==> src/rtl/ldu_pkg.sv <==
package ldu_pkg;
  localparam int XLEN   = 32;
  localparam int HALF_W = 16;
  localparam int RIDX_W = 5;
  localparam int OPC_W  = 6;

  localparam logic [OPC_W-1:0] OPC_SW_HALF = 6'b111001;
  localparam logic [OPC_W-1:0] OPC_UHALF   = 6'b111111;

  typedef enum logic [1:0] {
    SZ_NONE = 2'b00,
    SZ_HALF = 2'b01,
    SZ_WORD = 2'b10
  } ldu_size_e;

  typedef struct packed {
    logic              is_load;
    ldu_size_e         size;
    logic              sext;
    logic [RIDX_W-1:0] rd;
    logic [RIDX_W-1:0] rs;
    logic [HALF_W-1:0] disp;
  } ldu_dec_t;
endpackage

==> src/rtl/ldu_decode.sv <==
module ldu_decode
  import ldu_pkg::*;
(
  input  logic [HALF_W-1:0] insn_hi,
  input  logic [HALF_W-1:0] insn_lo,
  output ldu_dec_t          dec
);
  localparam int RS_LO  = 0;
  localparam int OPC_LO = RS_LO + RIDX_W;
  localparam int RD_LO  = OPC_LO + OPC_W;

  logic [OPC_W-1:0] opc;
  logic             sel;

  assign opc = insn_hi[OPC_LO +: OPC_W];
  assign sel = insn_lo[0];

  always_comb begin
    dec.rd      = insn_hi[RD_LO +: RIDX_W];
    dec.rs      = insn_hi[RS_LO +: RIDX_W];
    dec.disp    = insn_lo;
    dec.is_load = 1'b0;
    dec.size    = SZ_NONE;
    dec.sext    = 1'b0;
    unique case (opc)
      OPC_SW_HALF: begin
        dec.is_load = 1'b1;
        dec.size    = sel ? SZ_WORD : SZ_HALF;
        dec.sext    = ~sel;
      end
      OPC_UHALF: begin
        if (sel) begin
          dec.is_load = 1'b1;
          dec.size    = SZ_HALF;
        end
      end
      default: ;
    endcase
  end
endmodule

==> src/rtl/ldu_agen.sv <==
module ldu_agen
  import ldu_pkg::*;
#(
  parameter int AW = XLEN
)(
  input  logic [AW-1:0]     base,
  input  logic [RIDX_W-1:0] rs,
  input  logic [HALF_W-1:0] disp,
  input  ldu_size_e         size,
  output logic [AW-1:0]     ea,
  output logic              misal
);
  localparam int EXT_W = AW - HALF_W;

  logic [HALF_W-1:0] disp_even;
  logic [AW-1:0]     base_eff;
  logic [AW-1:0]     disp_ext;

  assign disp_even = {disp[HALF_W-1:1], 1'b0};
  assign base_eff  = (rs == '0) ? '0 : base;
  assign disp_ext  = {{EXT_W{disp_even[HALF_W-1]}}, disp_even};
  assign ea        = base_eff + disp_ext;

  always_comb begin
    unique case (size)
      SZ_HALF: misal = ea[0];
      SZ_WORD: misal = |ea[1:0];
      default: misal = 1'b0;
    endcase
  end
endmodule

==> src/rtl/ldu_extract.sv <==
module ldu_extract
  import ldu_pkg::*;
#(
  parameter int DW = XLEN
)(
  input  logic [DW-1:0] rdata,
  input  logic          upper,
  input  ldu_size_e     size,
  input  logic          sext,
  output logic [DW-1:0] result
);
  localparam int EXT_W = DW - HALF_W;

  logic [HALF_W-1:0] half;

  assign half = upper ? rdata[HALF_W +: HALF_W] : rdata[0 +: HALF_W];

  always_comb begin
    if (size == SZ_WORD)
      result = rdata;
    else if (sext)
      result = {{EXT_W{half[HALF_W-1]}}, half};
    else
      result = {{EXT_W{1'b0}}, half};
  end
endmodule

==> src/rtl/ldu_top.sv <==
module ldu_top
  import ldu_pkg::*;
(
  input  logic              clk,
  input  logic              rst,
  input  logic              in_valid,
  input  logic [15:0]       in_insn_hi,
  input  logic [15:0]       in_insn_lo,
  input  logic [31:0]       in_base,
  output logic              mem_req,
  output logic [31:0]       mem_addr,
  output logic [1:0]        mem_size,
  input  logic [31:0]       mem_rdata,
  output logic              wb_valid,
  output logic [4:0]        wb_idx,
  output logic [31:0]       wb_data,
  output logic              misalign
);
  ldu_dec_t    dec;
  logic [31:0] ea;
  logic        misal_c;
  logic [31:0] ext_data;

  ldu_decode u_dec (
    .insn_hi (in_insn_hi),
    .insn_lo (in_insn_lo),
    .dec     (dec)
  );

  ldu_agen #(.AW(XLEN)) u_agen (
    .base  (in_base),
    .rs    (dec.rs),
    .disp  (dec.disp),
    .size  (dec.size),
    .ea    (ea),
    .misal (misal_c)
  );

  // stage 1: request
  logic              s1_wb;
  logic              s1_mis;
  logic [RIDX_W-1:0] s1_rd;
  logic              s1_sext;
  ldu_size_e         s1_size;

  always_ff @(posedge clk) begin
    if (rst) begin
      mem_req  <= 1'b0;
      mem_addr <= '0;
      mem_size <= SZ_NONE;
      s1_wb    <= 1'b0;
      s1_mis   <= 1'b0;
      s1_rd    <= '0;
      s1_sext  <= 1'b0;
      s1_size  <= SZ_NONE;
    end else begin
      mem_req  <= in_valid & dec.is_load & ~misal_c;
      mem_addr <= ea;
      mem_size <= dec.size;
      s1_wb    <= in_valid & dec.is_load & ~misal_c & (dec.rd != '0);
      s1_mis   <= in_valid & dec.is_load & misal_c;
      s1_rd    <= dec.rd;
      s1_sext  <= dec.sext;
      s1_size  <= dec.size;
    end
  end

  // stage 2: data return
  logic              s2_wb;
  logic              s2_mis;
  logic [RIDX_W-1:0] s2_rd;
  logic              s2_sext;
  logic              s2_upper;
  ldu_size_e         s2_size;

  always_ff @(posedge clk) begin
    if (rst) begin
      s2_wb    <= 1'b0;
      s2_mis   <= 1'b0;
      s2_rd    <= '0;
      s2_sext  <= 1'b0;
      s2_upper <= 1'b0;
      s2_size  <= SZ_NONE;
    end else begin
      s2_wb    <= s1_wb;
      s2_mis   <= s1_mis;
      s2_rd    <= s1_rd;
      s2_sext  <= s1_sext;
      s2_upper <= mem_addr[1];
      s2_size  <= s1_size;
    end
  end

  ldu_extract #(.DW(XLEN)) u_ext (
    .rdata  (mem_rdata),
    .upper  (s2_upper),
    .size   (s2_size),
    .sext   (s2_sext),
    .result (ext_data)
  );

  // stage 3: writeback
  always_ff @(posedge clk) begin
    if (rst) begin
      wb_valid <= 1'b0;
      wb_idx   <= '0;
      wb_data  <= '0;
      misalign <= 1'b0;
    end else begin
      wb_valid <= s2_wb;
      wb_idx   <= s2_rd;
      wb_data  <= ext_data;
      misalign <= s2_mis;
    end
  end


  mis_no_wb_chk: assert property (@(posedge clk) disable iff (rst)
    misalign |-> !wb_valid);


  req_aligned_chk: assert property (@(posedge clk) disable iff (rst)
    mem_req |-> ((mem_size == SZ_HALF && !mem_addr[0]) ||
                 (mem_size == SZ_WORD && mem_addr[1:0] == 2'b00)));


  no_r0_wb_chk: assert property (@(posedge clk) disable iff (rst)
    wb_valid |-> wb_idx != '0);


  wb_after_req_chk: assert property (@(posedge clk) disable iff (rst)
    wb_valid |-> $past(mem_req, 2));


  req_needs_valid_chk: assert property (@(posedge clk) disable iff (rst)
    mem_req |-> $past(in_valid));


  half_ext_chk: assert property (@(posedge clk) disable iff (rst)
    (s2_size == SZ_HALF) |=> (wb_data[31:16] == 16'h0000 ||
                              wb_data[31:16] == 16'hFFFF));
endmodule

==> config.mk <==
export PLATFORM = sky130hd
export DESIGN_NAME = ldu_top
export DESIGN_NICKNAME = d
export VERILOG_FILES = /design/src/rtl/ldu_pkg.sv /design/src/rtl/ldu_decode.sv /design/src/rtl/ldu_agen.sv /design/src/rtl/ldu_extract.sv /design/src/rtl/ldu_top.sv
export SDC_FILE = /design/constraint.sdc
export NUM_CORES = 1
export LEC_CHECK = 0
export ABC_AREA = 1
export CAP_MARGIN = 0
export CORE_ASPECT_RATIO = 0.75
export CORE_MARGIN = 2
export CORE_UTILIZATION = 58
export CTS_BUF_LIST = sky130_fd_sc_hd__clkbuf_8
export DETAILED_ROUTE_END_ITERATION = 10
export DONT_BUFFER_PORTS = 1
export PLACE_DENSITY = 0.85
export RECOVER_POWER = 25
export SLEW_MARGIN = 20
export SYNTH_ARGS = -nofsm -noshare
export SYNTH_HDL_FRONTEND = slang
export SYNTH_SLANG_ARGS = --single-unit
==> constraint.sdc <==
create_clock -name clk -period 3.1 [get_ports clk]
set_input_delay 0.62 -clock clk [delete_from_list [all_inputs] [get_ports clk]]
set_output_delay 0.62 -clock clk [all_outputs]
set_load 0.02 [all_outputs]
; ---- Yosys cells after proc, flatten, opt, wreduce, memory -nomap -nowiden
; Index checks and enable logic that the tools add are counted.
[totals]
regBits = 93
input_bits = 99
word_cells = 42
[classes]
add_sub_neg = 1
eq_ne = 5
muxes = 8
bitwise_logic = 7
reduce_logical = 4
[op_table]
columns = op, n
row1 = 32-bit two-way mux, 3
row2 = 32-bit adder, 1
row3 = 16-bit two-way mux, 1
row4 = "6-bit == test, second input constant", 2
row5 = 3-bit case mux with 2 select lines, 1
row6 = 5-bit logical NOT, 1
row7 = 5-bit nonzero test, 1
row8 = 1-bit AND, 4
row9 = "2-bit == test, second input constant", 2
row10 = 2-bit OR reduction, 2
row11 = 3-bit two-way mux, 1
row12 = 1-bit NOT, 3
row13 = "2-bit by 1-bit == test with 1-bit output, second input constant", 1
row14 = 2-bit two-way mux, 1
row15 = 1-bit case mux with 2 select lines, 1

; ---- Depth between registers and ports, before layout
; Gate-level depths: netlist of run 1.
[logic_depth]
depth_word = 8
mapped_depth = 17

; ---- Hierarchy
; From an unflattened synthesis of run 1, not the netlist that was laid out.
[hier_totals]
hier_cells = 971
hier_area_um2 = 6022.0
[by_module_without_submodules]
columns = mod, instances, cells_per_inst, area_each_um2
row1 = ldu_top, 1, 294, 2688.8
row2 = ldu_agen, 1, 539, 2618.8
row3 = ldu_extract, 1, 95, 449.2
row4 = ldu_decode, 1, 43, 265.3

; ---- Worst setup path before layout of run 1
; No wires, ideal clock.
[synth_timing]
kind = input to register
from = input port in_insn_hi[1]
to = register mem_addr[17]
setup_ns = 0.113
arrival_time_ns = 2.491
slack_ns = 0.496
cell_stages = 15
path_buffers = 1
cell_sequence = nor3_1 > nand2_1 > clkbuf_1 > nand2_1 > inv_1 > ha_1 > fa_1 > nand3_1 > nand3_1 > nand2_1 > nand2_1 > a21oi_1 > nand2_1 > nand2_1 > nor2_1
[synth_between]
elab_chain_cells = 3
[synth_rtl]
columns = item, line_no
row1 = start: declaration, ldu_top.sv:7  ; input logic [15:0] in_insn_hi,
row2 = 5-bit logical NOT, ldu_agen.sv:20  ; assign base_eff = (rs == '0) ? '0 : base;
row3 = 32-bit two-way mux, ldu_agen.sv:20
row4 = 32-bit adder, ldu_agen.sv:22  ; assign ea = base_eff + disp_ext;
row5 = end signal: assignment, ldu_top.sv:49  ; mem_addr <= '0;
row6 = end signal: assignment, ldu_top.sv:58  ; mem_addr <= ea;
row7 = end: declaration, ldu_top.sv:11  ; output logic [31:0] mem_addr,
; Every way passes these cells.
; A chain may end at the register's enable or synchronous reset.

; ---- Final worst setup path of run 1
[layout_timing]
from = register s2_size[1]
to = register wb_data[0]
[layout_between]
elab_chain_cells = 2
[layout_rtl]
columns = item, line_no
row1 = start: declaration, ldu_top.sv:74  ; ldu_size_e s2_size;
row2 = start signal: assignment, ldu_top.sv:90  ; s2_size <= s1_size;
row3 = 2-bit == test, ldu_extract.sv:19  ; if (size == SZ_WORD)
row4 = 32-bit two-way mux, ldu_extract.sv:19
row5 = end signal: assignment, ldu_top.sv:112  ; wb_data <= ext_data;
row6 = end: declaration, ldu_top.sv:16  ; output logic [31:0] wb_data,
; Every way passes these cells.

==> insert_results.sql, run 1 <==
INSERT INTO impl_metrics (metric_group, metric, value, unit) VALUES
('min_path', 'timing.hold.worst.class', 'input pin to flip-flop', ''),
('layout', 'post_layout_nonfiller_instances', '957', ''),
('flow_run', 'drv_cap', '0', ''),
('routing', 'drc', '0', ''),
('worst_setup_path', 'worst-path-max-fanout', '18', ''),
('floorplanning', 'floorplan.die_area', '9880', 'um^2'),
('status', 'run_status', 'complete, no violations', ''),
('worst_setup_path', 'crit_path_end_kind', 'flip-flop', ''),
('logic_synthesis', 'yosys-top-cells-area', 'sky130_fd_sc_hd__dfxtp_1 35%, sky130_fd_sc_hd__nand2_1 18%, sky130_fd_sc_hd__inv_1 11%', ''),
('floorplanning', 'die_y', '86.6', 'um'),
('logic_synthesis', 'synth.top_cell.area_share', '0.353', ''),
('global_route', 'first_global_vias', '4200', ''),
('placement', 'place_inst', '941', ''),
('worst_setup_path', 'crit_required', '3.35', 'ns'),
('sta', 'tns', '0', 'ns'),
('sta', 'timing.final.ws_setup', '0.580', 'ns'),
('floorplanning', 'io-pin-count', '173', ''),
('worst_setup_path', 'timing_worst_setup_path_type', 'flip-flop to flip-flop', ''),
('routing', 'routedWlPerCell', '13.4', 'um'),
('floorplanning', 'std_cell_rows', '30', ''),
('layout', 'num-fill-cells', '873', ''),
('clock_network', 'cts-hold-fix-buffers', '0', ''),
('logic_synthesis', 'synth_cells', '841', ''),
('power', 'vdd.ir_drop.worst', '348', 'uV'),
('layout', 'num-nets-final', '972', ''),
('logic_synthesis', 'seq_total_area_yosys', '0.353', ''),
('layout', 'layout_cells_sized_above_1', '0.0485', ''),
('logic_synthesis', 'synth.cell_area', '5280', 'um^2'),
('worst_setup_path', 'cells_along_the_critical_path', 'inv_1 -> nor2_1 -> inv_1 -> nand2_1 -> inv_1 -> nor2_1 -> nor2_1', ''),
('sta', 'rsz0062_at_grt', 'no', ''),
('clock_network', 'clkTransAtPathRegs', '0.09', 'ns'),
('global_route', 'first_pass_grt_wire_length', '20100', 'um'),
('logic_synthesis', 'synth_top_cells_by_count', '255 x sky130_fd_sc_hd__nand2_1, 159 x sky130_fd_sc_hd__inv_1, 122 x sky130_fd_sc_hd__nor2_1, 93 x sky130_fd_sc_hd__dfxtp_1, 57 x sky130_fd_sc_hd__a21oi_1', ''),
('sta', 'timing_worst_slew_pin_value', '1.09', 'ns'),
('floorplanning', 'start_util', '0.590', ''),
('routing', 'number_of_nets_with_antenna_violations_after_routing', '0', ''),
('worst_setup_path', 'worst_path_max_delay_cell', 'sky130_fd_sc_hd__nor2_1', ''),
('logic_synthesis', 'postSynth.topFlopCell', 'sky130_fd_sc_hd__dfxtp_1', ''),
('clock_network', 'clock_sink_count', '93', ''),
('global_route', 'antenna_violations_before_repair', '0', ''),
('sta', 'hold_violations', '0', ''),
('worst_setup_path', 'critical-path-top-delay-family', 'simple AND/OR/NAND/NOR gates', ''),
('global_route', 'grt.overflow.total', '0', ''),
('clock_network', 'worst_case_clock_buffer_depth', '2', ''),
('logic_synthesis', 'synthArstFlopShare', '0', ''),
('power', 'p_per_area', '502', 'nW/um^2'),
('clock_network', 'tritoncts.num_buffers', '9', ''),
('placement', 'port_buffers', '0', ''),
('routing', 'num_vias', '4877', ''),
('logic_synthesis', 'post_synth_num_cell_types', '32', ''),
('worst_setup_path', 'cp.buffers_inverters', '3', ''),
('floorplanning', 'fp.dieW', '114', 'um'),
('clock_network', 'postCtsResizedCells', '0', ''),
('logic_synthesis', 'yosysWarningCount', '0', ''),
('sta', 'maxClockFrequency', '397', 'MHz'),
('routing', 'detail_route.iter0.violations', '406', ''),
('placement', 'gpl.final_weighted_congestion', '0.925', ''),
('global_route', 'globalRouteTotalUtil', '0.256', ''),
('worst_setup_path', 'worst-endpoint-arrival', '2.77', 'ns'),
('clock_network', 'cts_max_level', '3', ''),
('floorplanning', 'core_footprint', '8930', 'um^2'),
('routing', 'wl', '12900', 'um'),
('sta', 'fin_crit_sh', '0.813', ''),
('worst_setup_path', 'cpPeakStageDelay', '0.81', 'ns'),
('sta', 'max-slew-margin-rel', '0.269', ''),
('logic_synthesis', 'yosys.cell_count.top_type', 'sky130_fd_sc_hd__nand2_1', ''),
('placement', 'dp_slack', '0.389', 'ns'),
('routing', 'first_pass_iters', '5', ''),
('clock_network', 'post-cts-setup-buffer-count', '0', ''),
('power', 'power_leakage', '0.00310', 'uW'),
('global_route', 'grt_max_degree', '50', '');
## cell type report
| type | instances | area (um^2) | area share |
|---|---|---|---|
| clock inverter | 5 | 65.1 | 0.0117 |
| tap | 112 | 140 | 0.0251 |
| multi-input combinational | 571 | 2730 | 0.489 |
| timing repair buffer | 4 | 30.0 | 0.00538 |
| inverter | 161 | 604 | 0.108 |
| sequential | 93 | 1860 | 0.334 |
| clock buffer | 11 | 151 | 0.0271 |
## final timing paths
kind                                  from     endpoint  slack, ns  depth (start not counted)
worst min register to register    s2_rd[3]    wb_idx[3]       0.40                          2
worst max-delay path            s2_size[1]   wb_data[0]       0.58                          7
worst max register to register  s2_size[1]   wb_data[0]       0.58                          7
worst min-delay path                   rst  wb_data[25]       0.32                          1
## state kept, by name (all words and copies together), names as in the netlist
register / count
mem_addr: 32
s1_rd: 5
s1_wb: 1
mem_req: 1
s2_rd: 5
s2_mis: 1
s2_size: 2
wb_data: 32
s1_size: 2
wb_valid: 1
s2_wb: 1
s2_sext: 1
s2_upper: 1
s1_sext: 1
s1_mis: 1
wb_idx: 5
misalign: 1
## cell families (layout without fill, tap and decap cells)
kind of cell | after synthesis | in the layout | share of synthesized area
DFF | 93 | 93 | 0.353
and+or+nand+nor | 443 | 443 | 0.342
buffers and inverters | 177 | 181 | 0.128
xor gates and xnor gates | 2 | 2 | 0.00332
muxes | 1 | 1 | 0.00213
AOI/OAI and AO/OA | 92 | 92 | 0.0913
adders and majority gates | 33 | 33 | 0.0797
## per-layer routing
layer,wire (um),part of all wire,GRT usage,up-vias
met2,5370,0.42,0.377,224
li1,-,-,-,2539
met4,104,0.0081,0.0499,0
met1,6060,0.47,0.376,2104
met5,0,0,0,-
met3,1330,0.10,0.0727,10
## power breakdown
part           internal [uW]  switching [uW]  leakage, uW
sequential              1270             115     0.000766
clock                    426             448     0.000104
combinational            183             357      0.00223
total                   1880             921      0.00310
## metrics by stage
| stage | area (um^2) | hold WS [ns] | utilization |
|---|---|---|---|
| finish | 5580 | 0.323 | 0.625 |
| global route | 5580 | 0.302 | 0.625 |
| CTS | 5590 | 0.307 | 0.626 |
| detailed placement | 5370 | 0.392 | 0.601 |
| global placement | 5370 | 0.390 | 0.601 |
| floorplan | 5280 | 0.388 | - |
## cells in the final DEF (no fill, tap or decap), types with 5 or more instances in the layout
cell type,n
sky130_fd_sc_hd__nand2_1,255
sky130_fd_sc_hd__inv_1,159
sky130_fd_sc_hd__nor2_1,123
sky130_fd_sc_hd__dfxtp_1,93
sky130_fd_sc_hd__a21oi_1,57
sky130_fd_sc_hd__ha_1,32
sky130_fd_sc_hd__nand3_1,30
sky130_fd_sc_hd__o21ai_0,26
sky130_fd_sc_hd__clkbuf_8,11
sky130_fd_sc_hd__nand2_2,8
sky130_fd_sc_hd__nand4_1,6
sky130_fd_sc_hd__nor3_1,5
sky130_fd_sc_hd__nor2_2,5
sky130_fd_sc_hd__and2_1,5
sky130_fd_sc_hd__o21bai_1,5
Note: power is estimated with default switching activity, not from simulation.
==> run 2: changes to the inputs <==
Clock period 3.1 ns to 2.4 ns, I/O delays scaled along.
==> insert_results.sql, run 2 (same netlist as run 1, synthesis figures left out) <==
INSERT INTO impl_metrics (metric_group, metric, value, unit) VALUES
('status', 'run_status', 'complete, no violations', ''),
('worst_setup_path', 'cpMostUsedCell', 'sky130_fd_sc_hd__nand2_1', ''),
('clock_network', 'post-cts-setup-buffer-count', '0', ''),
('sta', 'maxClockFrequency', '462', 'MHz'),
('floorplanning', 'floorplan.die_area', '9880', 'um^2'),
('worst_setup_path', 'crit_path_end_kind', 'flip-flop', ''),
('floorplanning', 'start_util', '0.590', ''),
('sta', 'rsz0062_at_grt', 'no', ''),
('layout', 'regArea', '1860', 'um^2'),
('sta', 'hold_violations', '0', ''),
('global_route', 'antenna_violations_before_repair', '0', ''),
('routing', 'num_vias', '4974', ''),
('sta', 'timing.final.ws_setup', '0.237', 'ns'),
('sta', 'max-slew-margin-rel', '0.566', ''),
('routing', 'detail_route.vias_per_cell', '5.01', ''),
('power', 'report.power.total', '3730', 'uW'),
('routing', 'wl', '13100', 'um'),
('routing', 'number_of_nets_with_antenna_violations_after_routing', '0', ''),
('floorplanning', 'std_cell_rows', '30', ''),
('placement', 'dp.final_hpwl', '10200', 'um'),
('placement', 'gpl.final_weighted_congestion', '0.968', ''),
('sta', 'timing_worst_slew_pin_value', '0.648', 'ns'),
('clock_network', 'clock_latency', '0.37', 'ns'),
('global_route', 'grt.overflow.total', '0', ''),
('floorplanning', 'die_y', '86.6', 'um'),
('layout', 'layout_top_registers', 'mem_addr: 32 flops, wb_data: 32 flops', ''),
('worst_setup_path', 'timing_worst_setup_path_type', 'input pin to flip-flop', ''),
('sta', 'finalCriticalPeriod', '2.16', 'ns'),
('routing', 'detail_route.iter0.violations', '407', ''),
('worst_setup_path', 'cpPeakStageDelay', '0.34', 'ns'),
('routing', 'routedWlPerCell', '13.2', 'um'),
('clock_network', 'tritoncts', 'done', ''),
('clock_network', 'clkTransAtPathRegs', '0.10', 'ns'),
('layout', 'leading_cell_type_in_the_layout_fill_and_taps_excluded', 'sky130_fd_sc_hd__nand2_1', ''),
('power', 'vdd.ir_drop.worst', '420', 'uV'),
('floorplanning', 'fp.dieW', '114', 'um'),
('routing', 'drc', '0', ''),
('placement', 'dp_slack', '-0.179', 'ns'),
('clock_network', 'cts-hold-fix-buffers', '0', ''),
('floorplanning', 'core_footprint', '8930', 'um^2'),
('global_route', 'first_global_vias', '4320', ''),
('sta', 'setup-violations-final', '0', ''),
('layout', 'final_cell_mix', '255 x sky130_fd_sc_hd__nand2_1, 159 x sky130_fd_sc_hd__inv_1, 122 x sky130_fd_sc_hd__nor2_1', ''),
('placement', 'port_buffers', '0', ''),
('clock_network', 'tritoncts.num_buffers', '9', ''),
('min_path', 'timing.hold.worst.class', 'input pin to flip-flop', ''),
('power', 'p_per_area', '634', 'nW/um^2'),
('routing', 'first_pass_iters', '5', ''),
('worst_setup_path', 'worst-path-max-fanout', '31', ''),
('flow_run', 'drv_cap', '0', ''),
('worst_setup_path', 'cells_along_the_critical_path', 'nor3_1 -> nand2_1 -> buf_12 -> nand2_1 -> inv_1 -> ha_1 -> nand2_2 -> inv_1 -> a21oi_2 -> nand3_2 -> a21oi_1 -> nand2_1 -> nand2_1 -> nor2_1', ''),
('global_route', 'grt_max_degree', '50', ''),
('sta', 'clock_skew', '0.0194', 'ns'),
('layout', 'syn2layout_area_growth', '11.6', '%'),
('power', 'power_leakage', '0.00329', 'uW'),
('layout', 'total_area_of_multi_input_combinational_cells', '2740', 'um^2'),
('worst_setup_path', 'worst_path_max_delay_cell', 'sky130_fd_sc_hd__ha_1', ''),
('global_route', 'first_pass_grt_wire_length', '20100', 'um'),
('clock_network', 'postCtsResizedCells', '0', ''),
('worst_setup_path', 'worst-endpoint-arrival', '2.42', 'ns'),
('sta', 'finalMaxSlewViolations', '0', ''),
('clock_network', 'clock_sink_count', '93', ''),
('layout', 'num_antenna_cells', '0', ''),
('clock_network', 'worst_case_clock_buffer_depth', '2', ''),
('layout', 'layout_cells_sized_above_1', '0.0908', ''),
('worst_setup_path', 'critical_path.startpoint_type', 'input pin', ''),
('floorplanning', 'io-pin-count', '173', ''),
('clock_network', 'clockRootBuffer', 'sky130_fd_sc_hd__clkbuf_8', ''),
('layout', 'num-nets-final', '1009', ''),
('sta', 'tns', '0', 'ns'),
('sta', 'holdWs', '0.169', 'ns'),
('global_route', 'globalRouteTotalUtil', '0.258', ''),
('layout', 'num-fill-cells', '811', ''),
('layout', 'final_core_utilization', '0.659', ''),
('worst_setup_path', 'crit_required', '2.66', 'ns'),
('sta', 'fin_crit_sh', '0.901', ''),
('clock_network', 'cts_max_level', '3', '');
-- run 2: cell type report --
type | instances | share of cell area
Clock inverter | 6 | 0.0159
Tap cell | 112 | 0.0238
Sequential cell | 93 | 0.316
Inverter | 161 | 0.103
Timing Repair Buffer | 41 | 0.0544
Clock buffer | 9 | 0.0210
Multi-Input combinational cell | 571 | 0.466
-- run 2: final timing paths --
check                                    from  cells after the start  slack, ns           end
worst max-delay path            in_insn_hi[1]                     14       0.24  mem_addr[18]
worst min register to register       s1_rd[0]                      2       0.40      s2_rd[0]
worst min-delay path                      rst                      1       0.17   wb_data[30]
worst max register to register     s2_size[1]                      5       0.80   wb_data[21]
-- run 2: stage by stage --
step	area [um^2]	cells
after floorplan	5280	841
after global placement	5670	978
after detailed placement	5670	978
after CTS	5880	993
after global routing	5890	993
final	5890	993
-- run 2: critical path, delay by kind of cell --
family                   cells  cell delay, ns
AO/OA/AOI/OAI                2            0.42
adder cells (fa/ha/maj)      1            0.34
buffers and inverters        3            0.32
AND/OR/NAND/NOR              8            0.86
-- run 2: metal layers --
layer	wire length, um	global-route usage	vias to the layer above
met5	0	0	-
met1	6140	0.365	2137
met3	1230	0.0797	18
li1	-	-	2618
met4	178	0.0599	0
met2	5550	0.386	201
-- run 2: power breakdown --
| group | internal, uW | switching (uW) | leakage [uW] | total [uW] |
|---|---|---|---|---|
| logic | 308 | 480 | 0.00242 | 788 |
| clock network | 590 | 565 | 0.000106 | 1160 |
| registers | 1640 | 150 | 0.000766 | 1790 |
| total | 2540 | 1190 | 0.00329 | 3730 |
==> run 3: changes to the inputs <==
Settings changed: ABC_AREA 1 to default.
==> insert_results.sql, run 3 <==
INSERT INTO impl_metrics (metric_group, metric, value, unit) VALUES
('placement', 'dp.final_hpwl', '10100', 'um'),
('sta', 'finalMaxSlewViolations', '0', ''),
('sta', 'holdWs', '0.172', 'ns'),
('logic_synthesis', 'synth-edff-count', '0', ''),
('sta', 'finalCriticalPeriod', '3.13', 'ns'),
('global_route', 'first_global_vias', '4374', ''),
('routing', 'number_of_nets_with_antenna_violations_after_routing', '0', ''),
('global_route', 'first_pass_grt_wire_length', '21500', 'um'),
('routing', 'met3RoutedLength', '1500', 'um'),
('clock_network', 'tritoncts.num_buffers', '9', ''),
('routing', 'drc', '0', ''),
('worst_setup_path', 'crit_path_end_kind', 'flip-flop', ''),
('logic_synthesis', 'synth_fp_nets', '681', ''),
('routing', 'num_vias', '4627', ''),
('sta', 'tns', '-11.42', 'ns'),
('sta', 'timing_worst_slew_pin_value', '1.14', 'ns'),
('worst_setup_path', 'worst_path_max_delay_cell', 'sky130_fd_sc_hd__or4_4', ''),
('flow_run', 'drv_cap', '0', ''),
('floorplanning', 'std_cell_rows', '28', ''),
('min_path', 'min_path_cells', '1', ''),
('logic_synthesis', 'post-synth-top-area-cell', 'sky130_fd_sc_hd__dfxtp_1', ''),
('min_path', 'timing.hold.worst.class', 'input pin to flip-flop', ''),
('layout', 'num-nets-final', '786', ''),
('power', 'vdd.ir_drop.worst', '344', 'uV'),
('routing', 'first_pass_iters', '7', ''),
('clock_network', 'tritoncts', 'done', ''),
('floorplanning', 'io-pin-count', '173', ''),
('clock_network', 'clock_latency', '0.38', 'ns'),
('clock_network', 'clockRootBuffer', 'sky130_fd_sc_hd__clkbuf_8', ''),
('worst_setup_path', 'worstRegToRegCells', '5', ''),
('sta', 'maxClockFrequency', '319', 'MHz'),
('worst_setup_path', 'worstSetupPathDepth', '13', ''),
('worst_setup_path', 'worst_r2r_startpoint', 's2_size[1]', ''),
('status', 'violations_in_the_final_reports', 'setup timing', ''),
('routing', 'wl', '15800', 'um'),
('worst_setup_path', 'cpPeakStageDelay', '0.56', 'ns'),
('placement', 'gpl.final_weighted_congestion', '0.967', ''),
('clock_network', 'clock_sink_count', '93', ''),
('clock_network', 'worst_case_clock_buffer_depth', '2', ''),
('layout', 'final_cell_mix', '113 x sky130_fd_sc_hd__buf_4, 93 x sky130_fd_sc_hd__dfxtp_1, 64 x sky130_fd_sc_hd__nand2_1', ''),
('layout', 'layout_top_registers', 'mem_addr: 32 flops, wb_data: 32 flops', ''),
('global_route', 'grt_max_degree', '102', ''),
('worst_setup_path', 'worst-path-max-fanout', '8', ''),
('routing', 'routedWlPerCell', '20.6', 'um'),
('routing', 'm1WireLength', '5760', 'um'),
('power', 'power_leakage', '0.00279', 'uW'),
('logic_synthesis', 'yosysWarningCount', '0', ''),
('sta', 'hold_violations', '0', ''),
('worst_setup_path', 'timing_worst_setup_path_type', 'input pin to flip-flop', ''),
('global_route', 'grt.overflow.total', '0', ''),
('sta', 'fin_crit_sh', '1.30', ''),
('worst_setup_path', 'critical_path.startpoint_type', 'input pin', ''),
('logic_synthesis', 'yosys-top-cells-area', 'sky130_fd_sc_hd__dfxtp_1 39%, sky130_fd_sc_hd__nor2b_1 8.9%, sky130_fd_sc_hd__ha_1 8.5%', ''),
('sta', 'timing.final.ws_setup', '-0.731', 'ns'),
('logic_synthesis', 'synth_cells', '549', ''),
('routing', 'top_layer_used', 'met4', ''),
('routing', 'detailroute.wirelength.met2', '7640', 'um'),
('worst_setup_path', 'critical_path.reg2reg.endpoint', 'wb_data[11]', ''),
('worst_setup_path', 'crit_required', '2.67', 'ns'),
('sta', 'rsz0062_at_grt', 'yes', ''),
('routing', 'detail_route.iter0.violations', '280', ''),
('global_route', 'globalRouteTotalUtil', '0.318', ''),
('logic_synthesis', 'seq_total_area_yosys', '0.394', ''),
('routing', 'detail_route.vias_per_cell', '6.04', ''),
('min_path', 'hold_start', 'rst', ''),
('layout', 'layout_cells_sized_above_1', '0.335', ''),
('placement', 'place_inst', '720', ''),
('clock_network', 'cts_max_level', '3', ''),
('logic_synthesis', 'synth_top_cells_by_count', '93 x sky130_fd_sc_hd__dfxtp_1, 67 x sky130_fd_sc_hd__nor2b_1, 65 x sky130_fd_sc_hd__nand2_1, 62 x sky130_fd_sc_hd__a21oi_1, 42 x sky130_fd_sc_hd__nor2_1', ''),
('worst_setup_path', 'ff2ff_setup_slack', '0.49', 'ns'),
('layout', 'num-fill-cells', '472', ''),
('sta', 'setup-violations-final', '27', ''),
('worst_setup_path', 'cells_along_the_critical_path', 'or4_4 -> nor2_4 -> buf_8 -> nor2b_1 -> ha_1 -> a21o_1 -> nand4_1 -> a21boi_4 -> buf_6 -> o22ai_4 -> o31a_1 -> nor4b_2 -> a2111o_1', ''),
('floorplanning', 'floorplan.die_area', '8890', 'um^2'),
('global_route', 'antenna_violations_before_repair', '2', ''),
('logic_synthesis', 'postSynth.topFlopCell', 'sky130_fd_sc_hd__dfxtp_1', ''),
('floorplanning', 'start_util', '0.599', ''),
('clock_network', 'clkTransAtPathRegs', '0.11', 'ns'),
('layout', 'leading_cell_type_in_the_layout_fill_and_taps_excluded', 'sky130_fd_sc_hd__buf_4', ''),
('worst_setup_path', 'worst-endpoint-arrival', '3.40', 'ns'),
('logic_synthesis', 'synth.top_cell.area_share', '0.394', ''),
('status', 'run_status', 'finished, violations left', ''),
('worst_setup_path', 'cp.buffers_inverters', '2', ''),
('layout', 'post_layout_nonfiller_instances', '766', ''),
('floorplanning', 'core_footprint', '7880', 'um^2'),
('min_path', 'whs_endpoint', 'mem_addr[16]', ''),
('clock_network', 'cts-hold-fix-buffers', '0', ''),
('sta', 'clock_skew', '0.0138', 'ns'),
('logic_synthesis', 'synth.cell_area', '4720', 'um^2'),
('placement', 'port_buffers', '0', ''),
('layout', 'syn2layout_area_growth', '34.2', '%'),
('logic_synthesis', 'flip_flop_and_latch_count_after_synthesis', '93', ''),
('logic_synthesis', 'synthArstFlopShare', '0', ''),
('worst_setup_path', 'critical-path-top-delay-family', 'compound AO/OA/AOI/OAI gates', ''),
('logic_synthesis', 'yosys.cell_count.top_type', 'sky130_fd_sc_hd__dfxtp_1', ''),
('power', 'p_per_area', '632', 'nW/um^2'),
('logic_synthesis', 'post_synth_num_cell_types', '58', ''),
('logic_synthesis', 'avgSynthCellArea', '8.61', 'um^2'),
('sta', 'max-slew-margin-rel', '0.237', ''),
('floorplanning', 'die_y', '82.2', 'um'),
('floorplanning', 'fp.dieW', '108', 'um');
[run 3: cell types whose count changed after synthesis, moves of 11 or more]
cell,delta
sky130_fd_sc_hd__a21o_1,+19
sky130_fd_sc_hd__clkbuf_1,+13
sky130_fd_sc_hd__inv_1,-148
sky130_fd_sc_hd__nand2_1,-190
sky130_fd_sc_hd__nand3_1,-24
sky130_fd_sc_hd__nor2_1,-80
sky130_fd_sc_hd__nor2b_1,+67
sky130_fd_sc_hd__o21ai_0,-16
sky130_fd_sc_hd__xnor2_1,+11
[run 3: per-layer routing]
| layer | track usage | up-vias |
|---|---|---|
| met5 | 0 | - |
| met1 | 0.359 | 2150 |
| met2 | 0.552 | 295 |
| met3 | 0.104 | 86 |
| li1 | - | 2096 |
| met4 | 0.154 | 0 |
[run 3: cells by family (layout without fill, tap and decap cells)]
logic type,count (synthesis),in the layout,share of synthesized area
multiplexers,8,8,0.0191
buffers and inverters,44,154,0.0376
AO/OA/AOI/OAI,140,140,0.198
other,0,2,0
XOR/XNOR,21,21,0.0389
AND/OR/NAND/NOR,210,210,0.224
flip-flops,93,93,0.394
adder cells (fa/ha/maj),33,33,0.0890
[run 3: how the worst max path moves through the flow]
stage / slack (ns) / to / from
6_report: -0.73 / mem_addr[31] / in_insn_hi[2]
2_1_floorplan: -1.04 / mem_addr[29] / in_insn_hi[2]
4_1_cts: -0.64 / mem_addr[29] / in_insn_hi[2]
5_1_grt: -0.82 / mem_addr[31] / in_insn_hi[2]
3_5_place_dp: -1.10 / mem_addr[31] / in_insn_hi[2]
3_3_place_gp: -0.97 / mem_addr[31] / in_insn_hi[2]
[run 3: cell type report]
type	instances	area (um^2)	share of cell area
Antenna cell	2	5.00	0.000789
Clock inverter	7	67.6	0.0107
Timing Repair Buffer	127	1010	0.160
Tap cell	105	131	0.0207
Inverter	11	41.3	0.00651
Clock buffer	9	124	0.0195
Sequential cell	93	1860	0.294
Multi-Input combinational cell	412	3100	0.488
[run 3: metrics by stage]
stage	cell area [um^2]	worst slack, ns	power, uW	utilization
after floorplan	4790	-1.04	2390	-
after global placement	5510	-0.973	2670	0.699
after detailed placement	5510	-1.10	2710	0.699
after CTS	6040	-0.641	3850	0.767
after global routing	6340	-0.817	4170	0.805
final	6340	-0.731	4010	0.805
[run 3: repair_timing]
| item | in CTS | in global routing |
|---|---|---|
| pin swaps | 17 | 11 |
| setup buffers | 17 | 12 |
| hold endpoints to repair | 0 | 0 |
| gates cloned | 0 | 0 |
| gates resized for setup | 41 | 41 |
| setup endpoints to repair | 24 | 25 |
[run 3: where the power goes]
group | switching (uW) | internal (uW) | total [uW] | leakage (uW)
registers | 169 | 1650 | 1820 | 0.000765
clock network | 644 | 404 | 1050 | 0.0000954
logic | 551 | 593 | 1140 | 0.00193
total | 1360 | 2650 | 4010 | 0.00279
